### src/rtl/rtc_pkg.sv
package rtc_pkg;

  localparam int A_SEC  = 0;
  localparam int A_MIN  = 1;
  localparam int A_HOUR = 2;
  localparam int A_DATE = 3;
  localparam int A_MON  = 4;
  localparam int A_YEAR = 5;
  localparam int A_DOW  = 6;
  localparam int A_FWD  = 7;
  localparam int A_BACK = 10;
  localparam int RULE_REGS = 3;

  typedef struct packed {
    logic [7:0] year;
    logic [7:0] month;
    logic [7:0] date;
    logic [7:0] hour;
    logic [7:0] minute;
    logic [7:0] second;
    logic [2:0] dow;
  } rtc_time_t;

  localparam rtc_time_t RESET_TIME = '{year: 8'h00, month: 8'h01, date: 8'h01,
                                        hour: 8'h00, minute: 8'h00, second: 8'h00,
                                        dow: 3'd6};

  function automatic logic [6:0] bcd2bin(input logic [7:0] b);
    return 7'(b[7:4]) * 7'd10 + 7'(b[3:0]);
  endfunction

  function automatic logic [7:0] bin2bcd(input logic [6:0] v);
    logic [6:0] t;
    logic [6:0] o;
    t = v / 7'd10;
    o = v % 7'd10;
    return {t[3:0], o[3:0]};
  endfunction

  function automatic logic [7:0] bcd_inc(input logic [7:0] b);
    return bin2bcd(bcd2bin(b) + 7'd1);
  endfunction

  function automatic logic year_is_leap(input logic [7:0] yr);
    logic [6:0] y;
    y = bcd2bin(yr);
    return (y[1:0] == 2'b00);
  endfunction

  function automatic logic [7:0] month_last(input logic [7:0] mon, input logic [7:0] yr);
    case (mon)
      8'h02: return year_is_leap(yr) ? 8'h29 : 8'h28;
      8'h04, 8'h06, 8'h09, 8'h11: return 8'h30;
      default: return 8'h31;
    endcase
  endfunction

  function automatic logic [2:0] week_of(input logic [7:0] date);
    logic [6:0] w;
    w = (bcd2bin(date) - 7'd1) / 7'd7 + 7'd1;
    return w[2:0];
  endfunction

endpackage

### src/rtl/rtc_prescaler.sv
module rtc_prescaler #(
  parameter int DIV = 32768,
  localparam int CW = (DIV > 1) ? $clog2(DIV) : 1
) (
  input  logic          clk,
  input  logic          rst_n,
  input  logic          tick_en,
  input  logic          clear,
  output logic          sec_tick,
  output logic [CW-1:0] cnt
);
  localparam logic [CW-1:0] LAST = CW'(DIV - 1);

  assign sec_tick = tick_en && !clear && (cnt == LAST);

  always_ff @(posedge clk or negedge rst_n) begin
    if (!rst_n)       cnt <= '0;
    else if (clear)   cnt <= '0;
    else if (tick_en) cnt <= (cnt == LAST) ? '0 : cnt + 1'b1;
  end
endmodule

### src/rtl/rtc_dst_rule.sv
module rtc_dst_rule
  import rtc_pkg::*;
#(
  parameter int AW   = 4,
  parameter int BASE = 7
) (
  input  logic          clk,
  input  logic          rst_n,
  input  logic          wr_en,
  input  logic [AW-1:0] wr_addr,
  input  logic [7:0]    wr_data,
  input  logic [7:0]    cur_month,
  input  logic [7:0]    cur_date,
  input  logic [2:0]    cur_dow,
  input  logic [7:0]    cand_hour,
  output logic          hit,
  output logic [23:0]   cfg
);
  logic [7:0] mon_q, rule_q, hour_q;

  always_ff @(posedge clk or negedge rst_n) begin
    if (!rst_n) begin
      mon_q  <= '0;
      rule_q <= '0;
      hour_q <= '0;
    end else if (wr_en) begin
      if (wr_addr == AW'(BASE))     mon_q  <= wr_data;
      if (wr_addr == AW'(BASE + 1)) rule_q <= wr_data;
      if (wr_addr == AW'(BASE + 2)) hour_q <= wr_data;
    end
  end

  assign hit = rule_q[7]
            && (cur_month == mon_q)
            && (cur_dow == rule_q[2:0])
            && (week_of(cur_date) == rule_q[6:4])
            && (cand_hour == hour_q);

  assign cfg = {mon_q, rule_q, hour_q};
endmodule

### src/rtl/rtc_time_counter.sv
module rtc_time_counter
  import rtc_pkg::*;
#(
  parameter int AW = 4
) (
  input  logic          clk,
  input  logic          rst_n,
  input  logic          sec_tick,
  input  logic          wr_time,
  input  logic [AW-1:0] wr_addr,
  input  logic [7:0]    wr_data,
  input  logic          fwd_hit,
  input  logic          back_hit,
  output rtc_time_t     time_q,
  output logic [7:0]    cand_hour,
  output logic          fwd_apply,
  output logic          back_apply,
  output logic          dst_done
);
  logic       s59, m59, h23;
  logic       sec_roll, hour_step, day_roll, mon_roll, yr_roll;
  logic [7:0] last_day;

  always_comb begin
    s59       = (time_q.second == 8'h59);
    m59       = (time_q.minute == 8'h59);
    h23       = (time_q.hour == 8'h23);
    last_day  = month_last(time_q.month, time_q.year);
    sec_roll  = sec_tick && !wr_time && s59;
    hour_step = sec_roll && m59;
    day_roll  = hour_step && h23;
    mon_roll  = day_roll && (time_q.date == last_day);
    yr_roll   = mon_roll && (time_q.month == 8'h12);
    cand_hour = h23 ? 8'h00 : bcd_inc(time_q.hour);
    fwd_apply  = hour_step && !h23 && fwd_hit;
    back_apply = hour_step && !h23 && !fwd_hit && back_hit && !dst_done;
  end

  always_ff @(posedge clk or negedge rst_n) begin
    if (!rst_n) begin
      time_q   <= RESET_TIME;
      dst_done <= 1'b0;
    end else if (wr_time) begin
      case (wr_addr)
        AW'(A_SEC):  time_q.second <= wr_data;
        AW'(A_MIN):  time_q.minute <= wr_data;
        AW'(A_HOUR): time_q.hour   <= wr_data;
        AW'(A_DATE): time_q.date   <= wr_data;
        AW'(A_MON):  time_q.month  <= wr_data;
        AW'(A_YEAR): time_q.year   <= wr_data;
        default:     time_q.dow    <= wr_data[2:0];
      endcase
    end else if (sec_tick) begin
      time_q.second <= s59 ? 8'h00 : bcd_inc(time_q.second);
      if (sec_roll)
        time_q.minute <= m59 ? 8'h00 : bcd_inc(time_q.minute);
      if (hour_step)
        time_q.hour <= fwd_apply  ? bcd_inc(cand_hour) :
                       back_apply ? time_q.hour : cand_hour;
      if (day_roll) begin
        time_q.dow  <= (time_q.dow == 3'd6) ? 3'd0 : time_q.dow + 3'd1;
        time_q.date <= (time_q.date == last_day) ? 8'h01 : bcd_inc(time_q.date);
      end
      if (mon_roll)
        time_q.month <= (time_q.month == 8'h12) ? 8'h01 : bcd_inc(time_q.month);
      if (yr_roll)
        time_q.year <= (time_q.year == 8'h99) ? 8'h00 : bcd_inc(time_q.year);
      if (yr_roll)         dst_done <= 1'b0;
      else if (back_apply) dst_done <= 1'b1;
    end
  end
endmodule

### src/rtl/rtc_read_port.sv
module rtc_read_port
  import rtc_pkg::*;
#(
  parameter int AW = 4
) (
  input  logic          clk,
  input  logic          rst_n,
  input  logic          rd_snap,
  input  rtc_time_t     live,
  input  logic [AW-1:0] rd_addr,
  input  logic [23:0]   fwd_cfg,
  input  logic [23:0]   back_cfg,
  output logic [7:0]    rd_data,
  output rtc_time_t     shadow_q
);
  always_ff @(posedge clk or negedge rst_n) begin
    if (!rst_n)       shadow_q <= RESET_TIME;
    else if (rd_snap) shadow_q <= live;
  end

  always_comb begin
    case (rd_addr)
      AW'(A_SEC):      rd_data = shadow_q.second;
      AW'(A_MIN):      rd_data = shadow_q.minute;
      AW'(A_HOUR):     rd_data = shadow_q.hour;
      AW'(A_DATE):     rd_data = shadow_q.date;
      AW'(A_MON):      rd_data = shadow_q.month;
      AW'(A_YEAR):     rd_data = shadow_q.year;
      AW'(A_DOW):      rd_data = {5'b0, shadow_q.dow};
      AW'(A_FWD):      rd_data = fwd_cfg[23:16];
      AW'(A_FWD + 1):  rd_data = fwd_cfg[15:8];
      AW'(A_FWD + 2):  rd_data = fwd_cfg[7:0];
      AW'(A_BACK):     rd_data = back_cfg[23:16];
      AW'(A_BACK + 1): rd_data = back_cfg[15:8];
      AW'(A_BACK + 2): rd_data = back_cfg[7:0];
      default:         rd_data = 8'h00;
    endcase
  end
endmodule

### src/rtl/rtc_dst_core.sv
module rtc_dst_core
  import rtc_pkg::*;
#(
  parameter int PRESCALE = 32768,
  parameter int AW       = 4
) (
  input  logic          clk,
  input  logic          rst_n,
  input  logic          tick_en,
  input  logic          wr_en,
  input  logic [AW-1:0] wr_addr,
  input  logic [7:0]    wr_data,
  input  logic          rd_snap,
  input  logic [AW-1:0] rd_addr,
  output logic [7:0]    rd_data,
  output logic          sec_tick
);
  localparam int CW = (PRESCALE > 1) ? $clog2(PRESCALE) : 1;
  localparam int NRULE = 2;

  logic            wr_time;
  logic [CW-1:0]   presc_cnt;
  logic            presc_idle;
  rtc_time_t       time_q;
  rtc_time_t       shadow_q;
  logic [7:0]      cand_hour;
  logic            fwd_apply, back_apply, dst_done;
  logic [NRULE-1:0] rule_hit;
  logic [23:0]     rule_cfg [NRULE];

  assign wr_time    = wr_en && (wr_addr <= AW'(A_DOW));
  assign presc_idle = (presc_cnt == '0);

  rtc_prescaler #(.DIV(PRESCALE)) presc_i (
    .clk(clk), .rst_n(rst_n), .tick_en(tick_en), .clear(wr_time),
    .sec_tick(sec_tick), .cnt(presc_cnt)
  );

  for (genvar g = 0; g < NRULE; g++) begin : g_rule
    rtc_dst_rule #(.AW(AW), .BASE(A_FWD + RULE_REGS * g)) rule_i (
      .clk(clk), .rst_n(rst_n), .wr_en(wr_en), .wr_addr(wr_addr), .wr_data(wr_data),
      .cur_month(time_q.month), .cur_date(time_q.date), .cur_dow(time_q.dow),
      .cand_hour(cand_hour), .hit(rule_hit[g]), .cfg(rule_cfg[g])
    );
  end

  rtc_time_counter #(.AW(AW)) cnt_i (
    .clk(clk), .rst_n(rst_n), .sec_tick(sec_tick), .wr_time(wr_time),
    .wr_addr(wr_addr), .wr_data(wr_data),
    .fwd_hit(rule_hit[0]), .back_hit(rule_hit[1]),
    .time_q(time_q), .cand_hour(cand_hour),
    .fwd_apply(fwd_apply), .back_apply(back_apply), .dst_done(dst_done)
  );

  rtc_read_port #(.AW(AW)) rd_i (
    .clk(clk), .rst_n(rst_n), .rd_snap(rd_snap), .live(time_q), .rd_addr(rd_addr),
    .fwd_cfg(rule_cfg[0]), .back_cfg(rule_cfg[1]),
    .rd_data(rd_data), .shadow_q(shadow_q)
  );
endmodule

### config.mk
export PLATFORM = sky130hd
export DESIGN_NAME = rtc_dst_core
export DESIGN_NICKNAME = d
export VERILOG_FILES = /design/src/rtl/rtc_pkg.sv /design/src/rtl/rtc_prescaler.sv /design/src/rtl/rtc_dst_rule.sv /design/src/rtl/rtc_time_counter.sv /design/src/rtl/rtc_read_port.sv /design/src/rtl/rtc_dst_core.sv
export SDC_FILE = /design/constraint.sdc
export NUM_CORES = 1
export LEC_CHECK = 0
export BUFFER_PORTS_ARGS = -buffer_cell sky130_fd_sc_hd__buf_2
export CAP_MARGIN = 40
export CORE_UTILIZATION = 30
export CTS_CLUSTER_SIZE = 30
export DETAILED_ROUTE_END_ITERATION = 16
export MAX_ROUTING_LAYER = met4
export PLACE_DENSITY = 0.58
export SLEW_MARGIN = 20
export SYNTH_ARGS = -nofsm -noshare
export SYNTH_HDL_FRONTEND = slang
export SYNTH_SLANG_ARGS = --single-unit
### constraint.sdc
create_clock -name clk -period 7.26 [get_ports clk]
set_clock_uncertainty 0.2 [all_clocks]
set_input_delay 1.452 -clock clk [delete_from_list [all_inputs] [get_ports clk]]
set_output_delay 1.452 -clock clk [all_outputs]
set_load 0.01 [all_outputs]
==> qor.csv, run 1 <==
stage,metric,value,unit
outcome,status,"finished, violations left",
outcome,failing checks,"design-rule violations, negative setup slack",
floorplan,Initial Util,30.54,%
final_layout,Layout area overhead,19.71,%
place,I/O Buffers,29,
yosys,Synth Instances,1635,
place,Placer Congestion,0.8916,
drt,DRT iter0 DRCs,1055,
drt,top routing layer used,met4,
drt,via count,13280,
sta,Final setup viols,3,
clock_tree,clock root cell,clkbuf_16,
global_route,first-pass GRT wire length,72580,µm
clock_tree,TritonCTS clock tree,yes,
worst_setup_path,"delay-heaviest family, CP",compound AO/OA/AOI/OAI gates,
yosys,Yosys reg bits,166,
sta,max_slew headroom,42.96,%
floorplan,Core Box Area,0.04675,mm²
worst_setup_path,required time of the critical path,7.41,ns
drt,number of routed nets with antenna violations,0,
worst_setup_path,startpoint types,flip-flop,
worst_setup_path,critical path's largest stage delay,0.44,ns
place,dpl cells,2324,
worst_setup_path,WS Path Type,flip-flop to flip-flop,
floorplan,io pins,30,
yosys,top-area cell type share of the netlist area,27.69,%
floorplan,chip width,220.2,µm
final_layout,fillers,4749,
global_route,Global Route Usage Sum,19.59,%
final_layout,multi-input logic area,0.009987,mm²
final_layout,non-filler cells in the finished layout,2380,
sta,post-layout min period,7.428,ns
drt,met3 wire length,2621,µm
floorplan,DIE AREA,0.04848,mm²
sta,Fin Hold WS,0.3048,ns
place,DP HPWL,33650,µm
sta,slew of the pin with the lowest slew margin,0.8477,ns
clock_tree,clock sink total,166,
yosys,"Cell Area, Synth",0.01428,mm²
final_layout,Reg area,0.004165,mm²
global_route,total global routing overflow,0,
clock_tree,clk_lat worst skew,0.44,ns
worst_setup_path,CP arrival,7.58,ns
yosys,Mapped Nets,1734,
final_layout,Final Core Density,36.56,%
yosys,dominant cell type by area after synthesis,dfrtp_1,
yosys,Synth Warn #,0,
global_route,vias in the first global route,12830,
worst_setup_path,WP buf/inv,0,
yosys,ys flop type,dfrtp_1,
drt,WL final,45570,µm
clock_tree,"Reg clk slew, reported paths",0.07,ns
yosys,"FFs w/ async S/R, synth",100.0,%
yosys,"Seq/Total Area, Yosys",29.16,%
hold_path,Worst Hold Class,flip-flop to flip-flop,
global_route,initial antenna violation count,1,
drt,met2 wire length,20670,µm
sta,fmax,134.6,MHz
drt,drt first pass iters,11,
worst_setup_path,Crit. End Element,flip-flop,
sta,Slew Limit Fails,0,
final_layout,most frequent cells in the layout,"dfrtp_1, buf_4, nand2_1, nor2_1, mux2_2",
drt,Metal-1 WL,21170,µm
floorplan,Die H,220.2,µm
final_layout,layout cells sized above 1,24.83,%
final_layout,fin nets,1858,
worst_setup_path,"Slowest-stage cell, CP",fa_2,
drt,DR vias/cell,5.579,
worst_setup_path,CP max FO,5,
global_route,largest net degree at the start of global routing,80,
sta,final period utilization,102.3,%
sta,unrepaired setup endpoints after global routing,yes,
sta,final hold viol count,0,
yosys,synth unique cells,105,
clock_tree,total CTS buffers,17,
final_layout,"most common cell after layout, fill and taps aside",dfrtp_1,
worst_setup_path,CP most frequent cell,ha_4,
sta,post-route setup slack,-0.1679,ns
clock_tree,H-tree depth,4,
yosys,Syn Area/Cell,8.734,µm²
clock_tree,Max Buffers Root-to-Sink,2,
job,max-cap viol count,0,
yosys,ranking of synthesized cells by area,"dfrtp_1, mux2_2, ha_1",
drt,residual DRC count,5,
yosys,Post-synth EDFFs,0,
floorplan,row cnt,79,
drt,wire length per cell,19.15,µm
==> logic make-up after synthesis <==
| logic type | Yosys count | synth area share, % |
|---|---|---|
| fa+ha+maj | 79 | 7.588 |
| buf+inv | 125 | 3.487 |
| mux | 152 | 11.95 |
| xor+xnor | 121 | 7.728 |
| compound gates | 473 | 22.24 |
| simple gates | 519 | 17.85 |
| flops | 166 | 29.16 |
==> layout make-up <==
type | count | share of cell area, %
clock inverter | 11 | 0.8710
inverter | 40 | 0.8783
antenna | 1 | 0.01464
timing repair buffer | 190 | 8.366
multi-input combinational | 1344 | 58.42
sequential | 166 | 24.37
clock buffer | 21 | 2.635
tap | 607 | 4.443
==> sequential cells by signal, summed over array words and instances, names as in the netlist <==
register / flops
cnt_i.time_q: 51
rd_i.shadow_q: 51
cnt_i.dst_done: 1
g_rule.rule_i.rule_q: 16
g_rule.rule_i.mon_q: 16
g_rule.rule_i.hour_q: 16
presc_i.cnt: 15
==> per-layer routing <==
layer / track usage (%) / vias to the layer above
met5: - / -
met4: 5.517 / 0
met3: 3.464 / 61
met2: 29.97 / 361
met1: 26.39 / 6543
li1: - / 6313
==> synth_stat cells, drive strengths merged, types with 8 or more instances <==
| cell | count |
|---|---|
| a221oi | 13 |
| nand3 | 63 |
| mux2 | 115 |
| nor3 | 43 |
| nand4 | 16 |
| dfrtp | 158 |
| xnor2 | 71 |
| nor4 | 18 |
| a22oi | 15 |
| o21ai | 108 |
| inv | 40 |
| a21o | 29 |
| o211ai | 27 |
| clkbuf | 67 |
| or2 | 11 |
| nor2b | 18 |
| a211o | 8 |
| ha | 65 |
| nand2 | 135 |
| and3 | 16 |
| nor2 | 132 |
| fa | 13 |
| buf | 18 |
| dfstp | 8 |
| xor2 | 48 |
| nand2b | 17 |
| a21oi | 119 |
| and2 | 15 |
| a31oi | 38 |
| a211oi | 12 |
| o22ai | 16 |
| o31ai | 11 |
| mux2i | 34 |
==> timing repair <==
action	4_1_cts	5_1_grt
endpoints found under the setup margin	3	8
hold buffers	0	0
gates cloned	0	0
pin swaps	24	18
resized for setup	25	30
setup buffers	11	9
==> path summary, 6_finish.rpt <==
path,start,to,cells past startpoint,slack (ns)
setup reg to reg,cnt_i.time_q[26]$_DFFE_PN0P_,cnt_i.time_q[21]$_DFFE_PN0P_,33,-0.17
max in group asynchronous,rst_n,rd_i.shadow_q[7]$_DFFE_PN0P_,3,5.01
setup / recovery,cnt_i.time_q[26]$_DFFE_PN0P_,cnt_i.time_q[21]$_DFFE_PN0P_,33,-0.17
min in group asynchronous,rst_n,cnt_i.time_q[18]$_DFFE_PN0P_,1,0.59
hold reg to reg,presc_i.cnt[3]$_DFFE_PN0P_,presc_i.cnt[3]$_DFFE_PN0P_,1,0.30
hold / removal,presc_i.cnt[3]$_DFFE_PN0P_,presc_i.cnt[3]$_DFFE_PN0P_,1,0.30
==> worst reg2reg max path, delay by kind of cell (launching register included) <==
| family | cells | cell delay, ns |
|---|---|---|
| adder cells (fa/ha/maj) | 6 | 1.47 |
| AO/OA/AOI/OAI | 13 | 2.36 |
| XOR/XNOR | 1 | 0.42 |
| multiplexers | 2 | 0.58 |
| flip-flops | 1 | 0.42 |
| AND/OR/NAND/NOR | 11 | 1.88 |
==> stage by stage <==
step	TNS [ns]	cell area, µm²	worst slack (ns)
after floorplan	-0.5805	14380	-0.2787
after global placement	-0.3433	15970	-0.1728
after detailed placement	-0.6124	16020	-0.2804
after CTS	0	16820	0.004966
after global routing	-1.271	17090	-0.4656
final	-0.3875	17090	-0.1679
Power of run 1 is not shown: default switching activity piles up to over one toggle a cycle in this logic, so the estimate is an artifact.
==> inputs of run 2 (changes only) <==
--- a/config.mk
+++ b/config.mk
@@ -5,6 +5,7 @@
 export SDC_FILE = /design/constraint.sdc
 export NUM_CORES = 1
 export LEC_CHECK = 0
+export ABC_AREA = 1
 export BUFFER_PORTS_ARGS = -buffer_cell sky130_fd_sc_hd__buf_2
 export CAP_MARGIN = 40
 export CORE_UTILIZATION = 30
@@ -12,7 +13,6 @@
 export DETAILED_ROUTE_END_ITERATION = 16
 export MAX_ROUTING_LAYER = met4
 export PLACE_DENSITY = 0.58
-export SLEW_MARGIN = 20
 export SYNTH_ARGS = -nofsm -noshare
 export SYNTH_HDL_FRONTEND = slang
 export SYNTH_SLANG_ARGS = --single-unit
==> qor.csv, run 2 <==
stage,metric,value,unit
floorplan,Die H,206.1,µm
clock_tree,post-cts hold buffer count,0,
sta,slew of the pin with the lowest slew margin,0.8817,ns
yosys,ys flop type,dfrtp_1,
final_layout,post-route cell area,0.01427,mm²
final_layout,"most common cell after layout, fill and taps aside",nand2_1,
worst_setup_path,CP max FO,6,
global_route,vias in the first global route,11070,
final_layout,biggest regs,"cnt_i.time_q (51), rd_i.shadow_q (51)",
worst_setup_path,CP most frequent cell,nand2_1,
drt,via count,11930,
place,dpl cell area,0.01328,mm²
global_route,initial antenna violation count,2,
clock_tree,clock root cell,clkbuf_16,
global_route,first-pass GRT wire length,62040,µm
floorplan,Initial Util,30.55,%
drt,wire length per cell,17.12,µm
clock_tree,TritonCTS clock tree,yes,
yosys,synth unique cells,56,
drt,drt first pass iters,7,
yosys,"Cell Area, Synth",0.01250,mm²
yosys,simple-gate share of the synthesized area,26.27,%
worst_setup_path,required time of the critical path,7.39,ns
yosys,Yosys reg bits,166,
global_route,total global routing overflow,0,
clock_tree,clock sink total,166,
sta,Fin Hold WS,0.2933,ns
final_layout,most frequent cells in the layout,"nand2_1, inv_1, dfrtp_1, nor2_1, o21ai_0",
yosys,dominant cell type by area after synthesis,dfrtp_1,
clock_tree,total CTS buffers,17,
sta,final hold viol count,0,
drt,residual DRC count,0,
sta,max_slew headroom,41.05,%
job,max-cap viol count,0,
place,Placer Congestion,0.9789,
yosys,Post-synth EDFFs,0,
worst_setup_path,WS Path Type,flip-flop to flip-flop,
drt,DRT iter0 DRCs,925,
global_route,Global Route Usage Sum,19.57,%
sta,Slew Limit Fails,0,
yosys,Syn Area/Cell,7.222,µm²
yosys,Mapped Nets,1829,
floorplan,Core Box Area,0.04092,mm²
worst_setup_path,startpoint types,flip-flop,
final_layout,layout cells sized above 1,12.36,%
worst_setup_path,CP arrival,6.94,ns
yosys,"Seq/Total Area, Yosys",33.31,%
yosys,Synth Instances,1731,
yosys,Commonest cells post-synth,"nand2_1, inv_1, dfrtp_1",
yosys,"count leader, synth",nand2_1,
yosys,mux contribution to synthesized area,1.621,%
yosys,top-area cell type share of the netlist area,31.63,%
outcome,status,"finished, final reports clean",
floorplan,io pins,30,
floorplan,chip width,206.1,µm
place,DP HPWL,30590,µm
clock_tree,Max Buffers Root-to-Sink,2,
yosys,Synth Warn #,0,
hold_path,Worst Hold Class,flip-flop to flip-flop,
final_layout,fin nets,1889,
sta,fmax,146.8,MHz
yosys,fraction of the mapped netlist area in compound gates,15.57,%
drt,DR vias/cell,5.103,
yosys,main combinational cell family by area after synthesis,simple AND/OR/NAND/NOR gates,
clock_tree,clk_lat worst skew,0.45,ns
yosys,"FFs w/ async S/R, synth",100.0,%
sta,post-layout min period,6.814,ns
worst_setup_path,"Slowest-stage cell, CP",fa_1,
floorplan,row cnt,74,
global_route,largest net degree at the start of global routing,85,
clock_tree,"Reg clk slew, reported paths",0.07,ns
sta,Final setup viols,0,
sta,final period utilization,93.85,%
yosys,ranking of synthesized cells by area,"dfrtp_1, nand2_1, inv_1",
sta,post-route setup slack,0.4464,ns
yosys,XOR/XNOR Fraction of Synth Area,5.445,%
worst_setup_path,Crit. End Element,flip-flop,
floorplan,DIE AREA,0.04249,mm²
drt,WL final,40020,µm
final_layout,Layout area overhead,14.16,%
place,Place WS,-0.005847,ns
yosys,Post-Synth Adder-Cell Area,8.488,%
worst_setup_path,critical path's largest stage delay,0.55,ns
clock_tree,H-tree depth,4,
place,I/O Buffers,29,
drt,number of routed nets with antenna violations,0,
## run 2: cell count changes in the layout (fill, tap and decap cells not counted), moves of 49 or more
cell,before,now
mux2_2,114,18
buf_4,150,39
inv_1,40,262
xnor2_1,67,18
a21oi_1,111,48
nand2_1,133,398
## run 2: stage by stage
stage	util, %	std cells	TNS, ns
2_1_floorplan	-	1731	0
3_3_place_gp	32.45	2274	0
5_1_grt	34.87	2338	-0.5377
3_5_place_dp	32.45	2274	-0.005847
6_report	34.87	2338	0
4_1_cts	33.79	2306	0
## run 2: area by class of cell
type | instances | area [µm²]
Timing Repair Buffer | 69 | 455.4
Clock inverter | 14 | 121.4
Tap cell | 532 | 665.6
Fill cell | 4358 | 26650
Clock buffer | 18 | 429.2
Inverter | 279 | 1055
Antenna cell | 2 | 5.005
Multi-Input combinational cell | 1258 | 7371
Sequential cell | 166 | 4169
## run 2: worst max-delay path, delay by kind of cell, from the launching register on
kind	cells	cell delay, ns
and+or+nand+nor	27	3.04
adders and majority gates	5	1.45
buffers and inverters	8	0.68
AOI/OAI and AO/OA	3	0.57
DFF	1	0.43
xor gates and xnor gates	2	0.30
## run 2: kinds of logic (layout without fill, tap and decap cells)
group / after synthesis / count (layout)
adder cells (fa/ha/maj): 77 / 77
multiplexers: 18 / 18
flip-flops: 166 / 166
XOR/XNOR: 76 / 76
AND/OR/NAND/NOR: 758 / 758
other: 0 / 2
buffers and inverters: 307 / 380
AO/OA/AOI/OAI: 329 / 329
## run 2: what timing repair did
item	CTS	global route
endpoints found under the setup margin	2	9
gates resized for setup	2	49
pin swaps	0	29
buffers inserted	0	30
## run 2: layer usage
metal	track usage, %	vias up	wire length [µm]
met5	-	-	0
li1	-	5851	-
met2	31.83	336	18870
met1	25.89	5699	18270
met3	2.712	45	2170
met4	3.965	0	703
## run 2: path summary, 6_finish.rpt
path / cells after the start / slack (ns) / startpoint / endpoint
min in group asynchronous: 1 / 0.83 / rst_n / cnt_i.time_q[38]$_DFFE_PN0P_
worst max-delay path: 45 / 0.45 / cnt_i.time_q[34]$_DFFE_PN0P_ / cnt_i.time_q[20]$_DFFE_PN0P_
worst min-delay path: 2 / 0.29 / g_rule[0].rule_i.rule_q[3]$_DFFE_PN0P_ / g_rule[0].rule_i.rule_q[3]$_DFFE_PN0P_
worst max register to register: 45 / 0.45 / cnt_i.time_q[34]$_DFFE_PN0P_ / cnt_i.time_q[20]$_DFFE_PN0P_
max in group asynchronous: 2 / 4.79 / rst_n / cnt_i.time_q[26]$_DFFE_PN0P_
worst min register to register: 2 / 0.29 / g_rule[0].rule_i.rule_q[3]$_DFFE_PN0P_ / g_rule[0].rule_i.rule_q[3]$_DFFE_PN0P_
Power of run 2 is left out for the same reason.
==> inputs of run 3 (changes only) <==
--- a/config.mk
+++ b/config.mk
@@ -6,6 +6,7 @@
 export NUM_CORES = 1
 export LEC_CHECK = 0
 export ABC_AREA = 1
+export ABC_CLOCK_PERIOD_IN_PS = 7260
 export BUFFER_PORTS_ARGS = -buffer_cell sky130_fd_sc_hd__buf_2
 export CAP_MARGIN = 40
 export CORE_UTILIZATION = 30
@@ -15,4 +16,5 @@
 export PLACE_DENSITY = 0.58
 export SYNTH_ARGS = -nofsm -noshare
 export SYNTH_HDL_FRONTEND = slang
+export SYNTH_HIERARCHICAL = 1
 export SYNTH_SLANG_ARGS = --single-unit
==> qor.csv, run 3 <==
stage,metric,value,unit
outcome,status,"finished, final reports clean",
floorplan,Die H,219.0,µm
yosys,dominant cell type by area after synthesis,dfrtp_1,
final_layout,Layout area overhead,11.06,%
yosys,synth unique cells,51,
global_route,Global Route Usage Sum,18.51,%
final_layout,fillers,4925,
yosys,Mapped Nets,2074,
sta,max_slew headroom,45.88,%
yosys,Post-synth EDFFs,0,
yosys,Syn Area/Cell,7.258,µm²
drt,via count,12920,
clock_tree,clock root cell,clkbuf_16,
final_layout,multi-input logic area,0.008847,mm²
worst_setup_path,"Slowest-stage cell, CP",fa_1,
drt,wire length per cell,16.05,µm
job,max-cap viol count,0,
yosys,Commonest cells post-synth,"nand2_1, inv_1, dfrtp_1",
clock_tree,total CTS buffers,17,
floorplan,chip width,219.0,µm
worst_setup_path,critical path's largest stage delay,0.53,ns
place,DP HPWL,32520,µm
yosys,ys flop type,dfrtp_1,
worst_setup_path,crit path from,cnt_i/time_q[24]$_DFFE_PN0P_,
sta,setup_tns,0,ns
worst_setup_path,startpoint types,flip-flop,
yosys,"Seq/Total Area, Yosys",29.47,%
global_route,initial antenna violation count,3,
hold_path,hold path start,g_rule[0].rule_i/rule_q[3]$_DFFE_PN0P_,
yosys,Yosys reg bits,166,
clock_tree,clk_lat worst skew,0.44,ns
hold_path,Worst Hold Class,flip-flop to flip-flop,
sta,Final setup viols,0,
clock_tree,H-tree depth,4,
drt,DRT iter0 DRCs,983,
sta,slew of the pin with the lowest slew margin,0.8118,ns
final_layout,Final Core Density,33.78,%
yosys,"count leader, synth",nand2_1,
worst_setup_path,WS Path Type,flip-flop to flip-flop,
floorplan,row cnt,79,
sta,Slew Limit Fails,0,
clock_tree,post-cts hold buffer count,0,
drt,number of routed nets with antenna violations,0,
sta,post-route setup slack,0.6011,ns
yosys,Synth Instances,1947,
drt,drt first pass iters,5,
place,dpl cell area,0.01510,mm²
final_layout,layout cells sized above 1,15.03,%
place,I/O Buffers,29,
final_layout,biggest regs,"cnt_i/time_q (51), rd_i/shadow_q (51)",
final_layout,post-route cell area,0.01569,mm²
drt,residual DRC count,0,
final_layout,Reg area,0.004164,mm²
global_route,largest net degree at the start of global routing,64,
global_route,total global routing overflow,0,
drt,DR vias/cell,4.941,
worst_setup_path,CP arrival,6.82,ns
final_layout,fin nets,2117,
yosys,"FFs w/ async S/R, synth",100.0,%
clock_tree,clock sink total,166,
worst_setup_path,required time of the critical path,7.42,ns
sta,final hold viol count,0,
worst_setup_path,worst r2r src,cnt_i/time_q[24]$_DFFE_PN0P_,
worst_setup_path,CP most frequent cell,nand2_2,
place,Place WS,0.5611,ns
floorplan,Core Box Area,0.04646,mm²
sta,fmax,150.2,MHz
clock_tree,TritonCTS clock tree,yes,
sta,unrepaired setup endpoints after global routing,no,
yosys,top-area cell type share of the netlist area,27.98,%
floorplan,Initial Util,30.42,%
final_layout,most frequent cells in the layout,"nand2_1, inv_1, dfrtp_1, nand3_1, nor2_1",
worst_setup_path,CP max FO,7,
place,Placer Congestion,0.9623,
drt,WL final,41950,µm
floorplan,io pins,30,
yosys,ranking of synthesized cells by area,"dfrtp_1, nand2_1, ha_1",
floorplan,DIE AREA,0.04798,mm²
worst_setup_path,Crit. End Element,flip-flop,
clock_tree,"Reg clk slew, reported paths",0.07,ns
yosys,"Cell Area, Synth",0.01413,mm²
yosys,Synth Warn #,6,
global_route,vias in the first global route,12350,
clock_tree,Max Buffers Root-to-Sink,2,
global_route,first-pass GRT wire length,67410,µm
sta,post-layout min period,6.659,ns
sta,final period utilization,91.72,%
final_layout,"most common cell after layout, fill and taps aside",nand2_1,
run 3: final timing paths:
kind,endpoint,slack (ns),cells past startpoint
worst max-delay path,cnt_i/time_q[21]$_DFFE_PN0P_,0.60,50
worst min-delay path,g_rule[0].rule_i/rule_q[3]$_DFFE_PN0P_,0.30,2
worst max register to register,cnt_i/time_q[21]$_DFFE_PN0P_,0.60,50
worst min register to register,g_rule[0].rule_i/rule_q[3]$_DFFE_PN0P_,0.30,2
max in group asynchronous,rd_i/shadow_q[33]$_DFFE_PN0P_,4.98,2
min in group asynchronous,cnt_i/time_q[17]$_DFFE_PN0P_,0.71,1
run 3: per-layer routing:
metal / share of wire (%) / global-route usage (%)
met5: 0 / -
met4: 1.9 / 4.468
met3: 5.6 / 2.633
met2: 46 / 29.30
met1: 47 / 24.80
run 3: cell families after synthesis:
| group | Yosys count | synth area share, % |
|---|---|---|
| AND/OR/NAND/NOR | 1009 | 33.50 |
| buffers and inverters | 302 | 8.075 |
| multiplexers | 49 | 3.905 |
| AO/OA/AOI/OAI | 234 | 9.695 |
| adder cells (fa/ha/maj) | 106 | 10.29 |
| flip-flops | 166 | 29.47 |
| XOR/XNOR | 81 | 5.074 |
run 3: timing repair:
item / CTS / global route
resized for setup: 0 / 4
setup buffers: 0 / 0
setup endpoints to repair: 0 / 5
run 3: per-stage QoR:
stage	hold slack [ns]	std cells
finish	0.3000	2614
detailed placement	0.2790	2578
CTS	0.2964	2610
global placement	0.2810	2572
global route	0.3253	2613
floorplan	0.2534	1947
run 3: layout make-up:
cell class,instances,share of cell area (%)
diodes,4,0.06378
clock buffers,20,2.910
clock inverters,12,0.6777
inverters,281,6.745
multi-input cells,1479,56.37
flip-flops and latches,166,26.53
well taps,607,4.839
repair buffers,45,1.858
run 3: critical path, delay by kind of cell (launching register included):
kind            cells  cell delay (ns)
fa+ha+maj           7             2.09
buf+inv             7             0.44
compound gates      3             0.48
flops               1             0.45
simple gates       33             2.93
Power of run 3 is left out for the same reason.
